$ cat config.mk
export PLATFORM = sky130hd
export DESIGN_NAME = bp_addr_match
export DESIGN_NICKNAME = d
export VERILOG_FILES = /design/src/rtl/bp_match_pkg.sv /design/src/rtl/bp_match_ctrl.sv /design/src/rtl/bp_match_datapath.sv /design/src/rtl/bp_addr_match.sv
export SDC_FILE = /design/constraint.sdc
export NUM_CORES = 1
export LEC_CHECK = 0
export BUFFER_PORTS_ARGS = -buffer_cell sky130_fd_sc_hd__buf_4
export CORE_MARGIN = 10
export CORE_UTILIZATION = 44
export CTS_CLUSTER_SIZE = 28
export DETAILED_ROUTE_END_ITERATION = 12
export PLACE_DENSITY_LB_ADDON = 0.25
export SLEW_MARGIN = 20
export SYNTH_ARGS = -nofsm -noshare
export SYNTH_HDL_FRONTEND = slang
export SYNTH_SLANG_ARGS = --single-unit
$ cat constraint.sdc
create_clock -name clk -period 0.9 [get_ports clk]
set_clock_uncertainty 0.15 [all_clocks]
set_input_delay 0.09 -clock clk [delete_from_list [all_inputs] [get_ports clk]]
set_output_delay 0.09 -clock clk [all_outputs]
set_load 0.1 [all_outputs]
$ cat src/rtl/bp_match_pkg.sv
package bp_match_pkg;

  // Strobes from control to datapath
  typedef struct packed {
    logic armed;        // retire, enabled, link condition met
    logic allowSecond;  // a hit on the second halfword alone may fire
  } bpStrobe_t;

  localparam int SEL_W       = 4;
  localparam int HW_PER_WORD = 2;

endpackage

$ cat src/rtl/bp_match_ctrl.sv
module bp_match_ctrl
  import bp_match_pkg::*;
#(
  parameter int LINK_W = 4,
  parameter int NUM_CTX = 6,
  parameter logic [NUM_CTX-1:0] CTX_AWARE = '1
) (
  input  logic               enable,
  input  logic               retireValid,
  input  logic               illegalState,
  input  logic               linkEn,
  input  logic [LINK_W-1:0]  linkIdx,
  input  logic [NUM_CTX-1:0] ctxHits,
  output bpStrobe_t          strobes,
  output logic [LINK_W-1:0]  linkIdxRd
);

  logic linkExists;
  logic linkAware;
  logic linkCtxHit;
  logic badLink;
  logic linkOk;

  // Find the linked comparator: absent, context-aware, and its hit bit
  always_comb begin
    linkExists = 1'b0;
    linkAware  = 1'b0;
    linkCtxHit = 1'b0;
    for (int i = 0; i < NUM_CTX; i++) begin
      if (linkIdx == LINK_W'(i)) begin
        linkExists = 1'b1;
        linkAware  = CTX_AWARE[i];
        linkCtxHit = ctxHits[i];
      end
    end
  end

  assign badLink = linkEn & ~(linkExists & linkAware);
  assign linkOk  = ~linkEn | (linkExists & linkAware & linkCtxHit);

  // A broken link reads back as a fixed all-ones value
  assign linkIdxRd = badLink ? {LINK_W{1'b1}} : linkIdx;

  assign strobes.armed       = enable & retireValid & linkOk;
  assign strobes.allowSecond = ~illegalState;

endmodule

$ cat src/rtl/bp_match_datapath.sv
module bp_match_datapath
  import bp_match_pkg::*;
#(
  parameter int ADDR_W = 32
) (
  input  logic              clk,
  input  logic              rstN,
  input  bpStrobe_t         strobes,
  input  logic [SEL_W-1:0]  selMask,
  input  logic [ADDR_W-1:0] bpAddr,
  input  logic [ADDR_W-1:0] retireAddr,
  input  logic              isaMixed,
  input  logic              instWide,
  output logic              bpEvent
);

  localparam int WORD_W = ADDR_W - 2;

  logic [HW_PER_WORD-1:0] hwSel;
  logic [WORD_W-1:0] bpWord;
  logic [WORD_W-1:0] curWord;
  logic [WORD_W-1:0] secWord;
  logic firstOff;
  logic secOff;
  logic isWide;
  logic firstHit;
  logic secondHit;
  logic addrHit;

  // A halfword is selected only when both of its mask bits are set
  for (genvar h = 0; h < HW_PER_WORD; h++) begin : g_hwSel
    assign hwSel[h] = &selMask[2*h+1 -: 2];
  end

  assign bpWord  = bpAddr[ADDR_W-1:2];
  assign curWord = retireAddr[ADDR_W-1:2];

  // Fixed-width instructions are always word aligned
  assign firstOff = isaMixed & retireAddr[1];
  assign isWide   = ~isaMixed | instWide;

  // The second halfword may spill into the next word
  assign secOff  = ~firstOff;
  assign secWord = firstOff ? curWord + WORD_W'(1) : curWord;

  assign firstHit  = (curWord == bpWord) & hwSel[firstOff];
  assign secondHit = isWide & (secWord == bpWord) & hwSel[secOff];
  assign addrHit   = firstHit | (secondHit & strobes.allowSecond);

  always_ff @(posedge clk or negedge rstN) begin
    if (!rstN) bpEvent <= 1'b0;
    else       bpEvent <= strobes.armed & addrHit;
  end

endmodule

$ cat src/rtl/bp_addr_match.sv
module bp_addr_match
  import bp_match_pkg::*;
#(
  parameter int ADDR_W = 32,
  parameter int LINK_W = 4,
  parameter int NUM_CTX = 6,
  parameter logic [NUM_CTX-1:0] CTX_AWARE = 6'b101101
) (
  input  logic               clk,
  input  logic               rstN,
  input  logic               enable,
  input  logic [3:0]         selMask,
  input  logic [ADDR_W-1:0]  bpAddr,
  input  logic               linkEn,
  input  logic [LINK_W-1:0]  linkIdx,
  input  logic [NUM_CTX-1:0] ctxHits,
  input  logic               retireValid,
  input  logic [ADDR_W-1:0]  retireAddr,
  input  logic               isaMixed,
  input  logic               instWide,
  input  logic               illegalState,
  output logic [LINK_W-1:0]  linkIdxRd,
  output logic               bpEvent
);

  bpStrobe_t strobes;

  bp_match_ctrl #(
    .LINK_W(LINK_W), .NUM_CTX(NUM_CTX), .CTX_AWARE(CTX_AWARE)
  ) u_ctrl (
    .enable(enable), .retireValid(retireValid), .illegalState(illegalState),
    .linkEn(linkEn), .linkIdx(linkIdx), .ctxHits(ctxHits),
    .strobes(strobes), .linkIdxRd(linkIdxRd)
  );

  bp_match_datapath #(
    .ADDR_W(ADDR_W)
  ) u_dp (
    .clk(clk), .rstN(rstN), .strobes(strobes), .selMask(selMask),
    .bpAddr(bpAddr), .retireAddr(retireAddr), .isaMixed(isaMixed),
    .instWide(instWide), .bpEvent(bpEvent)
  );

endmodule

==> out/qor.yml, run 1 <==
status: "aborted with a tool error"
stop_stage: "5_1_grt"
tool.error: "[ERROR DPL-0038] Utilization greater than 100%, impossible to legalize"
synth_xor_area_frac: 0.258
yosysWarnings: 0
synth_simple_gate_area_frac: 0.425
syn_avg_cell_area_um2: 7.06
synth_fp_nets: 294
place.gp.congestion: 0.962
numPortBuffers: 85
async_flop_share: 1.00
syn_inst: 207
synth_top_family_by_area: "simple AND/OR/NAND/NOR gates"
synth_compound_area_frac: 0.229
worstEndpointType: "sequential cell input"
synth_flop_cell: "dfrtp_1"
yosysSeqAreaShare: 0.0171
grt_max_degree: 12
synth_seq_cells: 1
place_ws_ns: -1.24
die_w_um: 77.6
placed_cells: 404
die_y_um: 77.6
crit_endpoint: "u_dp.bpEvent$_DFF_PN0_/D"
synthMuxAreaShare: 0.0283
hpwlAfterDp_mm: 6.05
synthTopCellsByArea: "xor2_1 17%, xnor2_1 9.0%, nand3_1 4.1%"
synth-edff-count: 0
synth_top_area_frac: 0.168
ys_types: 51
io_pins: 91
yosysTopAreaCell: "xor2_1"
rows: 20
synth.cell_area_mm2: 0.00146
synth_fa_ha_area_frac: 0.00856
initial_core_util: 0.467
[Yosys cell counts, types with 3 or more instances]
master	count
a211oi_1	6
a21oi_1	5
a31oi_1	7
and3_1	6
and4_1	5
clkbuf_1	3
inv_1	8
mux2i_1	3
nand2_1	15
nand2b_1	5
nand3_1	12
nand4_1	4
nor2_1	11
nor3_1	10
nor4_1	8
nor4b_1	3
o211ai_1	3
o21ai_0	8
xnor2_1	15
xor2_1	28
[stage by stage]
stage / cell area (um2) / TNS, ns
2_1_floorplan: 1560 / -1.54
3_3_place_gp: 2750 / -2.44
3_5_place_dp: 2750 / -2.68
4_1_cts: 2910 / -1.87
[kinds of logic after synthesis]
| family | after synthesis |
|---|---|
| flops | 1 |
| fa+ha+maj | 1 |
| simple gates | 98 |
| mux | 4 |
| xor+xnor | 43 |
| compound gates | 47 |
| buf+inv | 13 |
[timing repair]
| item | CTS |
|---|---|
| pin swaps | 9 |
| hold buffers | 1 |
| gates resized for setup | 33 |
| hold endpoints to repair | 1 |
| setup endpoints to repair | 5 |
| setup buffers | 2 |
==> inputs of run 2 (changes only) <==
--- a/config.mk
+++ b/config.mk
@@ -7,10 +7,9 @@
 export LEC_CHECK = 0
 export BUFFER_PORTS_ARGS = -buffer_cell sky130_fd_sc_hd__buf_4
 export CORE_MARGIN = 10
-export CORE_UTILIZATION = 44
-export CTS_CLUSTER_SIZE = 28
+export CORE_UTILIZATION = 35
 export DETAILED_ROUTE_END_ITERATION = 12
-export PLACE_DENSITY_LB_ADDON = 0.25
+export PLACE_DENSITY_LB_ADDON = 0.15
 export SLEW_MARGIN = 20
 export SYNTH_ARGS = -nofsm -noshare
 export SYNTH_HDL_FRONTEND = slang
==> out/qor.yml, run 2 <==
relSlewSlack: 0.726
synth_flop_cell: "dfrtp_1"
setup_viol: 5
slowest_delay_ns: 0.41
yosysTopAreaCell: "xor2_1"
cp.arrival_ns: 1.70
mostFrequentLayoutCell: "buf_4"
grt_overflow: 0
ys_types: 51  # unchanged
synth-edff-count: 0  # unchanged
status: "finished, violations left"
worst_pin_slew_ns: 0.408
period_share: 2.16
numPortBuffers: 85  # unchanged
critPathMaxFanout: 5
placed_cells: 411  # +1.7%
grt_pass1_vias: 2323
synth_commonest_cells: "28 x xor2_1, 15 x nand2_1, 15 x xnor2_1"
hp-class: "in -> async"
layout_common_cells: "149 x buf_4, 27 x xor2_1, 14 x xnor2_1, 14 x nand2_1, 12 x nand3_1"
io_pins: 91  # unchanged
drc: 0
dieArea_mm2: 0.00716
vias: 2238
syn_inst: 207  # unchanged
syn_avg_cell_area_um2: 7.06  # unchanged
period_needed_ns: 1.94
drtAntennaViolNets: 0
synthTopCellsByArea: "xor2_1 17%, xnor2_1 9.0%, nand3_1 4.1%"
cpMostUsedCell: "buf_4"
routed_wl_mm: 6.33
track_usage: 0.162
insertedDiodeCount: 0
yosysSeqAreaShare: 0.0171  # unchanged
rows: 23  # +15%
layout.cells.non_filler: 416
grt_max_degree: 8
crit_type: "in -> reg"
dr.pass1.iters: 4
wl_per_cell_um: 15.2
start_kind: "primary input"
synth_seq_cells: 1  # unchanged
place.gp.congestion: 0.938  # -2.5%
violations: "setup timing"
top_register: "u_dp.bpEvent"
hold_viol: 0
syn2layout_area_growth_pct: 105
core_area_mm2: 0.00403
p_per_area_mw_per_mm2: 476
clkTransAtPathRegs_ns: 0
synth_fp_nets: 294  # unchanged
synth.most_common_cell: "xor2_1"
fmax_mhz: 514
antenna_found_initial: 0
viasPerCell: 5.38
largest_register_ffs: 1
end_kind: "flip-flop"
die_y_um: 84.6  # +9.0%
hpwlAfterDp_mm: 5.49  # -9.1%
drtIter0Drc: 82
fin_setup_tns_ns: -1.76
top_regs: "u_dp.bpEvent (1)"
rsz0062_at_grt: "true"
drive_gt1_frac: 0.522
crit_required_ns: 0.66
fin_ws_ns: -1.04
cp_cell_sequence: "buf_4 > nand4_4 > nor4_4 > buf_4 > nand2_1 > xor2_1 > a211oi_1 > o22ai_1 > o31ai_2"
drv_slew: 0
max_cap_viol_count: 0
synth.cell_area_mm2: 0.00146  # unchanged
cpMaxStageDelayCell: "nor4_4"
grt_first_pass_wirelength_mm: 10.4
yosysWarnings: 0  # unchanged
async_flop_share: 1.00  # unchanged
synth_top_area_frac: 0.168  # unchanged
die_w_um: 84.6  # +9.0%
initial_core_util: 0.363  # -0.104
leakage_nw: 1.37
nNetsFinal: 455
vdd_drop_max_mv: 0.452
-- run 2: logic make-up (layout without fill, tap and decap cells) --
family,count (synthesis),count (layout),share of synthesized area
simple gates,98,98,0.425
compound gates,47,47,0.229
xor+xnor,43,43,0.258
buf+inv,13,172,0.0351
mux,4,4,0.0283
fa+ha+maj,1,1,0.00856
flops,1,1,0.0171
-- run 2: power breakdown --
| group | leakage (nW) | internal, mW | switching, mW |
|---|---|---|---|
| combinational | 1.36 | 0.739 | 0.639 |
| clock | 0 | 0 | 0 |
| sequential | 0.0140 | 0.0458 | 0.00000000000113 |
| total | 1.37 | 0.785 | 0.639 |
-- run 2: critical path: cells and delay by family --
| kind | cells | cell delay, ns |
|---|---|---|
| simple gates | 3 | 0.64 |
| compound gates | 3 | 0.53 |
| xor+xnor | 1 | 0.14 |
| buf+inv | 2 | 0.30 |
-- run 2: final cells by class --
cell class,instances,area (um2)
fillers,324,1040
inverters,8,30.0
well taps,50,62.6
flip-flops and latches,1,25.0
multi-input cells,193,1540
repair buffers,164,1330
-- run 2: final timing paths --
path | startpoint | endpoint | slack, ns | depth (start not counted)
worst max-delay path | retireAddr[7] | u_dp.bpEvent | -1.04 | 9
min in group clk | bpAddr[26] | u_dp.bpEvent | 0.39 | 4
max in group asynchronous | rstN | u_dp.bpEvent | 0.25 | 2
worst min-delay path | rstN | u_dp.bpEvent | 0.26 | 2
-- run 2: timing repair --
action / in CTS / in global routing
cloned: 0 / 0
setup endpoints to repair: 5 / 5
pin swaps: 15 / 3
gates resized for setup: 31 / 6
hold buffers: 1 / 0
buffers inserted: 3 / 1
endpoints found under the hold margin: 1 / 0
-- run 2: per-layer routing --
metal,global-route usage,up-vias,wire [um]
met2,0.305,76,3200
li1,-,1116,-
met3,0.0386,6,516
met4,0.00449,0,48
met5,0,-,0
met1,0.188,1040,2560
-- run 2: through the flow --
step           power [mW]  cell area, um2  setup slack (ns)   util  hold slack (ns)
4_1_cts              1.40            2950             -1.04  0.732            0.269
6_report             1.42            2990             -1.04  0.742            0.265
3_3_place_gp         1.29            2780             -1.10  0.689           -0.283
3_5_place_dp         1.31            2780             -1.14  0.689           -0.279
2_1_floorplan       0.594            1560            -0.947      -           -0.356
5_1_grt              1.53            2990             -1.24  0.742            0.285
(Power assumes the default switching activity.)
==> inputs of run 3 (changes only) <==
--- a/config.mk
+++ b/config.mk
@@ -9,7 +9,8 @@
 export CORE_MARGIN = 10
 export CORE_UTILIZATION = 35
 export DETAILED_ROUTE_END_ITERATION = 12
-export PLACE_DENSITY_LB_ADDON = 0.15
+export MAX_ROUTING_LAYER = met4
+export PLACE_DENSITY_LB_ADDON = 0.1
 export SLEW_MARGIN = 20
 export SYNTH_ARGS = -nofsm -noshare
 export SYNTH_HDL_FRONTEND = slang
==> out/qor.yml, run 3 (synthesis results as in run 2) <==
cp_cell_sequence: "buf_4 > ha_4 > nand2_4 > nor4_4 > buf_4 > and4_4 > xnor2_1 > a211oi_1 > o22ai_1 > o31ai_2"
start_kind: "primary input"
fin_setup_tns_ns: -2.22  # -0.465 ns
clkTransAtPathRegs_ns: 0  # unchanged
grt_max_degree: 10  # +2
antenna_found_initial: 0  # unchanged
layout_common_cells: "144 x buf_4, 26 x xor2_1, 20 x buf_6"
met2_length_mm: 3.84  # +20%
dr.pass1.iters: 4  # unchanged
drv_slew: 0  # unchanged
wl_per_cell_um: 17.2  # +13%
p_per_area_mw_per_mm2: 474  # -0.47%
crit_buf_inv: 2  # unchanged
highest_layer: "met4"
fmax_mhz: 506  # -1.6%
violations: "setup timing"
top_register: "u_dp.bpEvent"
die_y_um: 84.6  # unchanged
dr_wl_met3_um: 444  # -14%
max_cap_viol_count: 0  # unchanged
cpMostUsedCell: "buf_4"
routed_wl_mm: 7.29  # +15%
mostFrequentLayoutCell: "buf_4"
drtAntennaViolNets: 0  # unchanged
io_pins: 91  # unchanged
period_needed_ns: 1.97  # +0.0307 ns
slowest_delay_ns: 0.25  # -0.16 ns
nNetsFinal: 464  # +2.0%
insertedDiodeCount: 0  # unchanged
period_share: 2.19  # +0.0341
critPathMaxFanout: 7  # +2
worst_pin_slew_ns: 0.410  # +0.00169 ns
crit_required_ns: 0.65  # about the same
fillers: 300  # -7.4%
largest_register_ffs: 1  # unchanged
final_area_mm2: 0.00319  # +6.8%
hp-class: "in -> async"
track_usage: 0.182  # +0.0199
cp.arrival_ns: 1.73  # +0.03 ns
dieArea_mm2: 0.00716  # unchanged
cp.depth: 10  # +1
placed_area_mm2: 0.00278  # about the same
cpMaxStageDelayCell: "nor4_4"
place.gp.congestion: 0.931  # -0.80%
grt_pass1_vias: 2434  # +4.8%
syn2layout_area_growth_pct: 118
crit_type: "in -> reg"
hpwlAfterDp_mm: 5.43  # -1.2%
hold_ws_ns: 0.272  # +0.00716 ns
drive_gt1_frac: 0.565  # +0.0435
drc: 0  # unchanged
setup_viol: 5  # unchanged
rsz0062_at_grt: "true"
fin_ws_ns: -1.07  # -0.0307 ns
grt_first_pass_wirelength_mm: 11.2  # +7.3%
status: "finished, violations left"
die_w_um: 84.6  # unchanged
drt-met1-wl_mm: 2.94  # +15%
viasPerCell: 5.46  # +1.4%
numPortBuffers: 85  # unchanged
leakage_nw: 1.45  # +5.8%
drtIter0Drc: 108  # +32%
end_kind: "flip-flop"
vias: 2319  # +3.6%
relSlewSlack: 0.724  # -0.00170
grt_overflow: 0  # unchanged
hold_viol: 0  # unchanged
vdd_drop_max_mv: 0.431  # -4.7%
initial_core_util: 0.363  # unchanged
core_area_mm2: 0.00403  # unchanged
top_regs: "u_dp.bpEvent (1)"
rows: 23  # unchanged
crit_family: "compound AO/OA/AOI/OAI gates"
run 3: how the worst max path moves through the flow:
stage / to / slack, ns / startpoint
finish: u_dp.bpEvent / -1.07 / retireAddr[2]
global route: u_dp.bpEvent / -1.19 / retireAddr[7]
CTS: u_dp.bpEvent / -1.11 / retireAddr[11]
detailed placement: u_dp.bpEvent / -1.18 / retireAddr[2]
global placement: u_dp.bpEvent / -1.12 / retireAddr[20]
floorplan: u_dp.bpEvent / -0.95 / retireAddr[4]
run 3: layout make-up:
class / count / area (um2) / area share
Inverter: 8 / 30.0 / 0.00940
Multi-Input combinational cell: 193 / 1620 / 0.507
Sequential cell: 1 / 25.0 / 0.00784
Tap cell: 50 / 62.6 / 0.0196
Timing Repair Buffer: 173 / 1460 / 0.456
run 3: routing by layer:
metal / track usage / vias up
met5: - / -
met1: 0.210 / 1092
li1: - / 1136
met2: 0.338 / 83
met3: 0.0242 / 8
met4: 0.00749 / 0
run 3: power breakdown:
group          internal (mW)    switching [mW]  total (mW)
sequential            0.0458  0.00000000000143      0.0458
combinational          0.776             0.693        1.47
clock                      0                 0           0
run 3: per-stage QoR:
stage | setup slack (ns) | instances | util | total power [mW]
global route | -1.19 | 425 | 0.793 | 1.61
floorplan | -0.947 | 207 | - | 0.594
finish | -1.07 | 425 | 0.793 | 1.51
CTS | -1.11 | 419 | 0.749 | 1.42
detailed placement | -1.18 | 413 | 0.690 | 1.30
global placement | -1.12 | 413 | 0.690 | 1.29
run 3: timing repair:
action                                 in CTS  in global routing
hold buffers                                1                  0
setup buffers                               5                  7
setup endpoints to repair                   5                  5
gates resized for setup                    44                 27
pin swaps                                  16                 16
endpoints found under the hold margin       1                  0
